**src/rtl/trs_pkg.sv**
```systemverilog
package trs_pkg;

    typedef enum logic [1:0] {
        CMD_NONE    = 2'd0,
        CMD_MANUAL  = 2'd1,
        CMD_FORCED  = 2'd2,
        CMD_LOCKOUT = 2'd3
    } trs_cmd_e;

    typedef enum logic [1:0] {
        ST_FREERUN  = 2'd0,
        ST_LOCKED   = 2'd1,
        ST_HOLDOVER = 2'd2
    } trs_state_e;

    localparam int CMD_W = 2;

endpackage

```
**src/rtl/trs_qualify.sv**
```systemverilog
// Per-input qualification: eligibility, command decode and ranking key.
module trs_qualify
    import trs_pkg::*;
#(
    parameter int N_IN   = 8,
    parameter int PRIO_W = 3,
    parameter int QL_W   = 4,
    localparam int KEY_W = QL_W + PRIO_W
) (
    input  logic                    qual_mode,
    input  logic [N_IN-1:0]         src_fail,
    input  logic [N_IN*PRIO_W-1:0]  src_prio,
    input  logic [N_IN*QL_W-1:0]    src_ql,
    input  logic [N_IN*CMD_W-1:0]   src_cmd,
    output logic [N_IN-1:0]         elig,
    output logic [N_IN-1:0]         forced,
    output logic [N_IN-1:0]         manual_ok,
    output logic [N_IN*KEY_W-1:0]   key
);

    localparam logic [QL_W-1:0] QL_DNU = {QL_W{1'b1}};

    for (genvar g = 0; g < N_IN; g++) begin : g_in
        logic [PRIO_W-1:0] prio_g;
        logic [QL_W-1:0]   ql_g;
        trs_cmd_e          cmd_g;
        logic              ql_block;

        assign prio_g = src_prio[g*PRIO_W +: PRIO_W];
        assign ql_g   = src_ql[g*QL_W +: QL_W];
        assign cmd_g  = trs_cmd_e'(src_cmd[g*CMD_W +: CMD_W]);

        assign ql_block = qual_mode && (ql_g == QL_DNU);

        assign elig[g] = (cmd_g != CMD_LOCKOUT) && (prio_g != '0)
                       && !src_fail[g] && !ql_block;
        assign forced[g]    = (cmd_g == CMD_FORCED);
        assign manual_ok[g] = (cmd_g == CMD_MANUAL) && elig[g];

        assign key[g*KEY_W +: KEY_W] = qual_mode ? {ql_g, prio_g}
                                                 : {{QL_W{1'b0}}, prio_g};
    end

endmodule

```
**src/rtl/trs_first.sv**
```systemverilog
// Lowest-index set bit of a mask.
module trs_first #(
    parameter int N_IN = 8,
    localparam int IDX_W = (N_IN > 1) ? $clog2(N_IN) : 1
) (
    input  logic [N_IN-1:0]  mask,
    output logic             found,
    output logic [IDX_W-1:0] idx
);

    always_comb begin
        found = 1'b0;
        idx   = '0;
        for (int i = N_IN - 1; i >= 0; i--) begin
            if (mask[i]) begin
                found = 1'b1;
                idx   = IDX_W'(i);
            end
        end
    end

endmodule

```
**src/rtl/trs_rank.sv**
```systemverilog
// Minimum-key search over eligible inputs; lower index wins equal keys.
module trs_rank #(
    parameter int N_IN  = 8,
    parameter int KEY_W = 7,
    localparam int IDX_W = (N_IN > 1) ? $clog2(N_IN) : 1
) (
    input  logic [N_IN-1:0]       elig,
    input  logic [N_IN*KEY_W-1:0] key,
    output logic                  any,
    output logic [IDX_W-1:0]      best_idx,
    output logic [KEY_W-1:0]      best_key
);

    always_comb begin
        any      = 1'b0;
        best_idx = '0;
        best_key = '1;
        for (int i = 0; i < N_IN; i++) begin
            if (elig[i] && (!any || (key[i*KEY_W +: KEY_W] < best_key))) begin
                any      = 1'b1;
                best_idx = IDX_W'(i);
                best_key = key[i*KEY_W +: KEY_W];
            end
        end
    end

endmodule

```
**src/rtl/trs_selector.sv**
```systemverilog
// Timing reference selector: command precedence, ranking and lock state machine.
module trs_selector
    import trs_pkg::*;
#(
    parameter int N_IN   = 8,
    parameter int PRIO_W = 3,
    parameter int QL_W   = 4,
    localparam int KEY_W = QL_W + PRIO_W,
    localparam int IDX_W = (N_IN > 1) ? $clog2(N_IN) : 1
) (
    input  logic                    clk,
    input  logic                    rst,
    input  logic                    qual_mode,
    input  logic [N_IN-1:0]         src_fail,
    input  logic [N_IN*PRIO_W-1:0]  src_prio,
    input  logic [N_IN*QL_W-1:0]    src_ql,
    input  logic [N_IN*2-1:0]       src_cmd,
    output logic [IDX_W-1:0]        sel_idx,
    output logic                    sel_valid,
    output logic                    holdover_req
);

    logic [N_IN-1:0]       elig;
    logic [N_IN-1:0]       forced;
    logic [N_IN-1:0]       manual_ok;
    logic [N_IN*KEY_W-1:0] key;

    logic                  frc_found;
    logic [IDX_W-1:0]      frc_idx;
    logic                  man_found;
    logic [IDX_W-1:0]      man_idx;
    logic                  rnk_any;
    logic [IDX_W-1:0]      rnk_idx;
    logic [KEY_W-1:0]      rnk_key;

    trs_state_e            state_q, state_d;
    logic [IDX_W-1:0]      sel_q, sel_d;

    logic                  have_pick;
    logic [IDX_W-1:0]      pick_idx;
    logic [KEY_W-1:0]      cur_key;
    logic                  keep_cur;

    trs_qualify #(
        .N_IN   (N_IN),
        .PRIO_W (PRIO_W),
        .QL_W   (QL_W)
    ) u_qualify (
        .qual_mode (qual_mode),
        .src_fail  (src_fail),
        .src_prio  (src_prio),
        .src_ql    (src_ql),
        .src_cmd   (src_cmd),
        .elig      (elig),
        .forced    (forced),
        .manual_ok (manual_ok),
        .key       (key)
    );

    trs_first #(.N_IN(N_IN)) u_first_forced (
        .mask  (forced),
        .found (frc_found),
        .idx   (frc_idx)
    );

    trs_first #(.N_IN(N_IN)) u_first_manual (
        .mask  (manual_ok),
        .found (man_found),
        .idx   (man_idx)
    );

    trs_rank #(.N_IN(N_IN), .KEY_W(KEY_W)) u_rank (
        .elig     (elig),
        .key      (key),
        .any      (rnk_any),
        .best_idx (rnk_idx),
        .best_key (rnk_key)
    );

    // Command precedence: forced, then eligible manual, then non-revertive ranking.
    always_comb begin
        cur_key   = key[int'(sel_q)*KEY_W +: KEY_W];
        keep_cur  = (state_q == ST_LOCKED) && elig[sel_q] && !(rnk_key < cur_key);
        have_pick = 1'b1;
        pick_idx  = sel_q;
        if (frc_found) begin
            pick_idx = frc_idx;
        end else if (man_found) begin
            pick_idx = man_idx;
        end else if (rnk_any) begin
            pick_idx = keep_cur ? sel_q : rnk_idx;
        end else begin
            have_pick = 1'b0;
        end
    end

    // Next-state logic.
    always_comb begin
        state_d = state_q;
        sel_d   = sel_q;
        unique case (state_q)
            ST_FREERUN: begin
                if (have_pick) begin
                    state_d = ST_LOCKED;
                    sel_d   = pick_idx;
                end
            end
            ST_LOCKED: begin
                if (have_pick) begin
                    sel_d = pick_idx;
                end else begin
                    state_d = ST_HOLDOVER;
                end
            end
            ST_HOLDOVER: begin
                if (have_pick) begin
                    state_d = ST_LOCKED;
                    sel_d   = pick_idx;
                end
            end
            default: begin
                state_d = ST_FREERUN;
                sel_d   = '0;
            end
        endcase
    end

    // State register.
    always_ff @(posedge clk) begin
        if (rst) begin
            state_q <= ST_FREERUN;
            sel_q   <= '0;
        end else begin
            state_q <= state_d;
            sel_q   <= sel_d;
        end
    end

    // Outputs.
    always_comb begin
        sel_idx      = sel_q;
        sel_valid    = (state_q == ST_LOCKED);
        holdover_req = (state_q == ST_HOLDOVER);
    end

endmodule

```
**config.mk**
```make
export PLATFORM = sky130hd
export DESIGN_NAME = trs_selector
export DESIGN_NICKNAME = d
export VERILOG_FILES = /design/src/rtl/trs_pkg.sv /design/src/rtl/trs_qualify.sv /design/src/rtl/trs_first.sv /design/src/rtl/trs_rank.sv /design/src/rtl/trs_selector.sv
export SDC_FILE = /design/constraint.sdc
export NUM_CORES = 1
export LEC_CHECK = 0
export ABC_AREA = 1
export BUFFER_PORTS_ARGS = -buffer_cell sky130_fd_sc_hd__buf_2
export CAP_MARGIN = 20
export CORE_MARGIN = 2
export CORE_UTILIZATION = 30
export CTS_CLUSTER_SIZE = 8
export DETAILED_ROUTE_END_ITERATION = 10
export PLACE_DENSITY_LB_ADDON = 0.3
export SLEW_MARGIN = 25
export SYNTH_ARGS = -nofsm -noshare
export SYNTH_HDL_FRONTEND = slang
export SYNTH_SLANG_ARGS = --single-unit
```
**constraint.sdc**
```tcl
create_clock -name clk -period 10.45 [get_ports clk]
set_input_delay 0 -clock clk [delete_from_list [all_inputs] [get_ports clk]]
set_output_delay 0 -clock clk [all_outputs]
set_load 0.005 [all_outputs]
```
## After elaboration in Yosys (flattened, before gate mapping)

Index checks and enable logic that the tools add are counted.

- Multiply operators: 1
- Magnitude comparators: 9
- Equality and inequality tests: 37
- Shift-type cells: 1
- Muxes and demuxes: 75
- Bitwise logic cells: 1
- Reductions and logical operators: 95

Operators by type and width:

| kind | number |
|---|---|
| two-way mux 7 bit | 16 |
| two-way mux 3 bit | 24 |
| less-than comparator 7 bit | 8 |
| indexed part select 56 x 7 -> 7 bit | 1 |
| logical AND 1 bit | 49 |
| equality test 4 bit (second input constant) | 8 |
| two-way mux 1 bit | 29 |
| nonzero test 3 bit | 9 |
| zero test 1 bit | 24 |
| equality test 2 x 1 -> 1 bit (second input constant) | 9 |
| equality test 2 bit (second input constant) | 9 |
| inequality test 2 bit (second input constant) | 9 |
| two-way mux 2 bit | 4 |
| logical OR 1 bit | 7 |
| multiplier 3 x 3 -> 6 bit (second input constant) | 1 |
| less-than comparator 3 x 4 -> 1 bit (second input constant) | 1 |
| case mux 2 bit (2 select lines) | 1 |
| OR reduction 2 bit | 2 |
| binary-select mux 1 bit (select 3 bit) | 1 |
| inequality test 3 bit (second input constant) | 1 |
| AND reduction 3 bit | 1 |
| OR reduction 3 bit | 1 |
| zero test 2 bit | 1 |
| inequality test 2 x 1 -> 1 bit (second input constant) | 1 |
| other kinds (2) | 2 |

- Flip-flop bits (word level): 5
- Logic and storage cells: 221

## Depth between registers and ports, before layout

- Word-level depth: 40
- Depth in mapped cells: 98
- Mapped depth without buffers: 92

## By module

A second synthesis with hierarchy kept.

- Cell total of the unflattened synthesis: 809
- Area total of the unflattened synthesis: 4098.9 sq um

By module, submodules not included:

| module | instances | cells an instance | area an instance (sq um) | seq. area each (sq um) |
|---|---|---|---|---|
| trs_rank | 1 | 410 | 2083.2 | 0.0 |
| trs_selector | 1 | 168 | 977.2 | 100.1 |
| trs_qualify | 1 | 187 | 840.8 | 0.0 |
| trs_first | 2 | 22 | 98.8 | 0.0 |

## Worst setup path after synthesis

Ideal clock, no wire load.

- Kind: input to register
- From: input qual_mode
- To: register sel_q[1], in the netlist sel_idx[1]
- Setup time: 0.115 ns
- Arrival time: 10.004 ns
- Data required time: 10.335 ns
- Setup slack: 0.331 ns
- Cell stages on the path: 78
- Path buffers: 8
- Cells stage by stage: buf_6 > nand2_2 > nor2_4 > nor2_8 > inv_1 > a21oi_1 > ha_1 > a21o_1 > nor2_1 > nand2_2 > nand2_4 > nand2_2 > buf_6 > o21ai_0 > ha_1 > a21oi_1 > nor2_1 > a211oi_1 > (+42 left out) > a21oi_1 > nor2_1 > a211oi_1 > nand2_1 > nand2_2 > nand2_2 > inv_1 > clkbuf_1 > o21ai_0 > ha_1 > a21oi_1 > nor2_1 > a211oi_1 > nand2_1 > nand2_2 > nand3_1 > nand2_1 > nor2_1

- Word-level cells in the longest chain between the ends: 37
- Elaborated cells between the ends (all ways): 123
- Those cells by class: order compare: 8; eq/ne: 1; shift: 1; mux: 55; reduce/logical: 58

Ends and longest elaborated chain:

| what | line | text |
|---|---|---|
| from (decl) | trs_selector.sv:13 | `input logic qual_mode,` |
| logical AND 1 bit | trs_qualify.sv:33 | `assign ql_block = qual_mode && (ql_g == QL_DNU);` |
| zero test 1 bit | trs_qualify.sv:36 | `&& !src_fail[g] && !ql_block;` |
| logical AND 1 bit | trs_qualify.sv:36 |  |
| two-way mux 7 bit / two-way mux 1 bit (equally long branches) | trs_rank.sv:19 | `if (elig[i] && (!any \|\| (key[i*KEY_W +: KEY_W] < best_key))) begin` |
| less-than comparator 7 bit / zero test 1 bit (equally long branches) | trs_rank.sv:19 |  |
| logical OR 1 bit | trs_rank.sv:19 |  |
| logical AND 1 bit | trs_rank.sv:19 |  |
| two-way mux 7 bit / two-way mux 1 bit (equally long branches) | trs_rank.sv:19 |  |
| (+21 left out) | - |  |
| logical OR 1 bit | trs_rank.sv:19 |  |
| logical AND 1 bit | trs_rank.sv:19 |  |
| two-way mux 7 bit | trs_rank.sv:19 |  |
| less-than comparator 7 bit | trs_selector.sv:83 | `keep_cur = (state_q == ST_LOCKED) && elig[sel_q] && !(rnk_key < cur_key);` |
| zero test 1 bit | trs_selector.sv:83 |  |
| logical AND 1 bit | trs_selector.sv:83 |  |
| inequality test 3 bit (no line) | - |  |
| AND reduction 3 bit (no line) | - |  |
| to (signal assigned) | trs_selector.sv:135 | `sel_q <= sel_d;` |
| to (decl) | trs_selector.sv:37 | `logic [IDX_W-1:0] sel_q, sel_d;` |

Parallel ways exist; a longest one is shown, timed or not. The select of a mux whose other input is x is not followed.
A chain may end at the register's enable or synchronous reset.

## Worst setup path in the final report

- From: input src_cmd[0]
- To: register sel_q[1], in the netlist sel_idx[1]

- Word-level cells in the longest chain between the ends: 38
- Elaborated cells between the ends (all ways): 77
- Those cells by class: order compare: 8; eq/ne: 4; mux: 35; reduce/logical: 30

Ends and longest elaborated chain:

| what | line | text |
|---|---|---|
| from (decl) | trs_selector.sv:17 | `input logic [N_IN*2-1:0] src_cmd,` |
| inequality test 2 bit | trs_qualify.sv:35 | `assign elig[g] = (cmd_g != CMD_LOCKOUT) && (prio_g != '0)` |
| logical AND 1 bit | trs_qualify.sv:35 |  |
| logical AND 1 bit (2 in series) | trs_qualify.sv:36 |  |
| two-way mux 7 bit / two-way mux 1 bit (equally long branches) | trs_rank.sv:19 |  |
| less-than comparator 7 bit / zero test 1 bit (equally long branches) | trs_rank.sv:19 |  |
| logical OR 1 bit | trs_rank.sv:19 |  |
| logical AND 1 bit | trs_rank.sv:19 |  |
| two-way mux 7 bit / two-way mux 1 bit (equally long branches) | trs_rank.sv:19 |  |
| (+21 left out) | - |  |
| logical OR 1 bit | trs_rank.sv:19 |  |
| logical AND 1 bit | trs_rank.sv:19 |  |
| two-way mux 7 bit | trs_rank.sv:19 |  |
| less-than comparator 7 bit | trs_selector.sv:83 |  |
| zero test 1 bit | trs_selector.sv:83 |  |
| logical AND 1 bit | trs_selector.sv:83 |  |
| inequality test 3 bit (no line) | - |  |
| AND reduction 3 bit (no line) | - |  |

Parallel ways exist; a longest one is shown, timed or not. The select of a mux whose other input is x is not followed.

==> impl_metrics.csv <==
group,metric,value,unit
status,run_status,"finished clean",
sta,timing.final.max_slew_violations,0,
synth,synth_area_leaders,"sky130_fd_sc_hd__nand2_1 22%, sky130_fd_sc_hd__ha_1 14%, sky130_fd_sc_hd__inv_1 11%, sky130_fd_sc_hd__a21oi_1 10%, sky130_fd_sc_hd__o21ai_0 9.8%",
global_routing,grtUsageTotal,20.21,%
detailed_routing,antenna_left,0,
layout,finalCoreUtilization,37.92,%
critical_path,critical_path.startpoint_type,"input pin",
floorplanning,initial_core_util,30.87,%
synth,postSynthRegisterBits,5,
synth,post_synth_num_cell_types,33,
global_routing,globalRouteOverflowTotal,0,
hold_path,hold_depth,4,
layout,finalNonFillerCells,876,
layout,antenna-diode-count,0,
global_routing,grt_pass1_vias,4100,
global_routing,grt_antenna_before_repair,0,
global_routing,grt_pass1_wl,19.44,mm
synth,synth_seq_area_share,2.978,%
placement,hpwl,10.21,mm
synth,yosysWarnings,0,
pwr,cellPowerDensity,85.13,nW/um^2
clock_network,cts_htree_levels,1,
clock_network,clk_transition_reported_paths,0.04,ns
sta,finalCriticalPeriod,9.565,ns
critical_path,worst_path_max_delay_cell,"sky130_fd_sc_hd__ha_1",
global_routing,largest_net_degree_at_the_start_of_global_routing,38,
detailed_routing,top_signal_layer_used,"met4",
hold_path,holdCritPathClass,"in -> reg",
detailed_routing,drt_pass1_iterations,4,
sta,setup-violations-final,0,
detailed_routing,route.detailed.drc,0,
detailed_routing,detailedRoute.firstIterationViolations,285,
critical_path,longest_individual_stage_delay_on_the_worst_path,0.34,ns
clock_network,clock_latency,0.22,ns
hold_path,hold_path_startpoint,"rst",
critical_path,r2r-end,"sel_idx[1]$_SDFFE_PP0P_",
floorplanning,die-width,109.8,um
detailed_routing,met2_wirelength,5.557,mm
clock_network,postCtsHoldBufs,0,
detailed_routing,wirelength_met1,5.493,mm
detailed_routing,finalWirelength,12.27,mm
clock_network,buffer_cell_driving_the_clock_tree_root,"sky130_fd_sc_hd__clkbuf_8",
clock_network,clock-sinks,5,
placement,io_buffers,87,
synth,async_reset_ff_share,0,%
floorplanning,floorplan.rows,38,
critical_path,element_type_at_the_critical_path_end,"flip-flop",
synth,ys_dominant_reg_cell,"sky130_fd_sc_hd__dfxtp_1",
synth,synthCells,656,
floorplanning,core_area,10890,um^2
sta,achievable-frequency,0.1045,GHz
placement,post-place-ws,-0.4621,ns
critical_path,required,10.56,ns
detailed_routing,detailroute.wirelength.met3,890,um
pwr,ir_worst_vdd,38.45,uV
pwr,leakage_power_of_the_design,2.424,nW
critical_path,cp_max_fo,14,
clock_network,ctsLongestPathBuffers,2,
detailed_routing,vias,4491,
hold_path,min_delay_worst_endpoint,"sel_idx[0]$_SDFFE_PP0P_",
placement,global_placement_routability_congestion,0.9613,
sta,slew_headroom,41.42,%
synth,avgSynthCellArea,5.123,um^2
floorplanning,die_area,12060,um^2
sta,period_share,91.53,%
clock_network,clock_tree_from_tritoncts,"yes",
sta,worstMarginPinSlew,0.8778,ns
synth,syn-cell-area,3361,um^2
critical_path,cp.arrival,9.68,ns
synth,netlist.area_leader.share,22.00,%
layout,final_nets,858,
sta,finClkSkew,0.001937,ns
synth,yosys-top-cells-count,"197 x sky130_fd_sc_hd__nand2_1, 96 x sky130_fd_sc_hd__inv_1, 67 x sky130_fd_sc_hd__a21oi_1, 66 x sky130_fd_sc_hd__o21ai_0, 55 x sky130_fd_sc_hd__nand3_1",
critical_path,timing_worst_setup_path_type,"in -> reg",
detailed_routing,detail_route.wl_per_cell,14.01,um
synth,synth_enable_flop_cells,0,
detailed_routing,vias_per_cell,5.127,
layout,drive_above_1_share,20.79,%
floorplanning,die_height,109.8,um
layout,syn_to_final_growth,22.86,%
critical_path,reg2reg_from,"sel_idx[0]$_SDFFE_PP0P_",
placement,placed_cells_incl_taps,865,
clock_network,cts_inserted_buffers,3,
critical_path,critPathMostFrequentCell,"sky130_fd_sc_hd__nand2_1",
sta,hold_violations,0,
synth,post-synth-top-area-cell,"sky130_fd_sc_hd__nand2_1",
floorplanning,io_pins,88,
sta,timing.final.ws_setup,0.8850,ns
synth,dominant_cell_by_count_in_the_synthesized_netlist,"sky130_fd_sc_hd__nand2_1",
critical_path,timing.reg2reg.setup_slack,7.22,ns
synth,syn-num-nets,777,
critical_path,r2r_worst_path_depth,15,
job,drv_cap,0,
[worst max-delay path by stage]
stage               cells past startpoint                      end  slack [ns]   startpoint
finish                                 81  sel_idx[1]$_SDFFE_PP0P_        0.88   src_cmd[0]
global route                           81  sel_idx[0]$_SDFFE_PP0P_       -0.01  src_prio[0]
CTS                                    71  sel_idx[1]$_SDFFE_PP0P_        0.01   src_cmd[0]
detailed placement                     71  sel_idx[1]$_SDFFE_PP0P_       -0.46   src_cmd[0]
global placement                       71  sel_idx[1]$_SDFFE_PP0P_       -0.26   src_cmd[0]
floorplan                              78  sel_idx[1]$_SDFFE_PP0P_        0.33    qual_mode
[final cells by class]
cell class	count	area (um^2)
Fill cell	1235	6759
Multi-Input combinational cell	528	2908
Timing Repair Buffer	97	508.0
Inverter	101	385.4
Tap cell	140	175.2
Sequential cell	5	100.1
Clock buffer	4	45.04
Timing Repair inverter	1	7.507
[sequential cells by signal, summed over array words and instances, names as in the netlist]
register  flops
sel_idx       3
state_q       2
[power breakdown]
group	switching, mW	internal, mW
clock network	0.0100	0.0262
logic	0.183	0.108
registers	0.00312	0.0205
total	0.196	0.155
[kinds of logic (layout without fill, tap and decap cells)]
kind of cell | Yosys count | in the layout | synth area share (%)
and+or+nand+nor | 332 | 332 | 43.08
AOI/OAI and AO/OA | 158 | 158 | 25.61
adders and majority gates | 38 | 38 | 14.15
DFF | 5 | 5 | 2.979
buffers and inverters | 123 | 203 | 14.18
[routing by layer]
metal | vias to the layer above | GRT usage, %
met5 | - | 0
met1 | 1980 | 27.09
met3 | 20 | 2.430
li1 | 2325 | -
met4 | 0 | 5.787
met2 | 166 | 33.79
[critical path, delay by kind of cell]
kind	cells	cell delay (ns)
buf+inv	6	0.56
simple gates	48	4.32
fa+ha+maj	8	2.32
compound gates	19	2.45
[cell usage in the layout (no fill, tap or decap), drive strengths merged, types with 3 or more instances in the layout]
cell type	Yosys	final
a221oi	3	3
dfxtp	5	5
nor2	43	43
a211oi	8	8
a31oi	5	5
ha	38	38
o21ai	67	67
nand3	55	55
nor3	5	5
inv	99	98
nand2	219	219
a21oi	68	68
nand4	6	6
clkbuf	18	4
buf	4	97
[per-stage QoR]
step           instance area, um^2  hold WS (ns)  setup TNS (ns)  power, mW
2_1_floorplan                 3361        0.1823               0     0.2114
4_1_cts                       3949       0.06191               0     0.3233
6_report                      4129       0.06131               0     0.3515
3_5_place_dp                  3904        0.2992          -1.373     0.2846
3_3_place_gp                  3904        0.2989         -0.7493     0.2867
5_1_grt                       4129       0.09723        -0.02816     0.3959
[what timing repair did]
item / 4_1_cts / 5_1_grt
endpoints found under the setup margin: 3 / 3
cloned: 0 / 1
buffers inserted: 0 / 6
gates resized for setup: 4 / 55
pin swaps: 0 / 4
(Power assumes the default switching activity.)
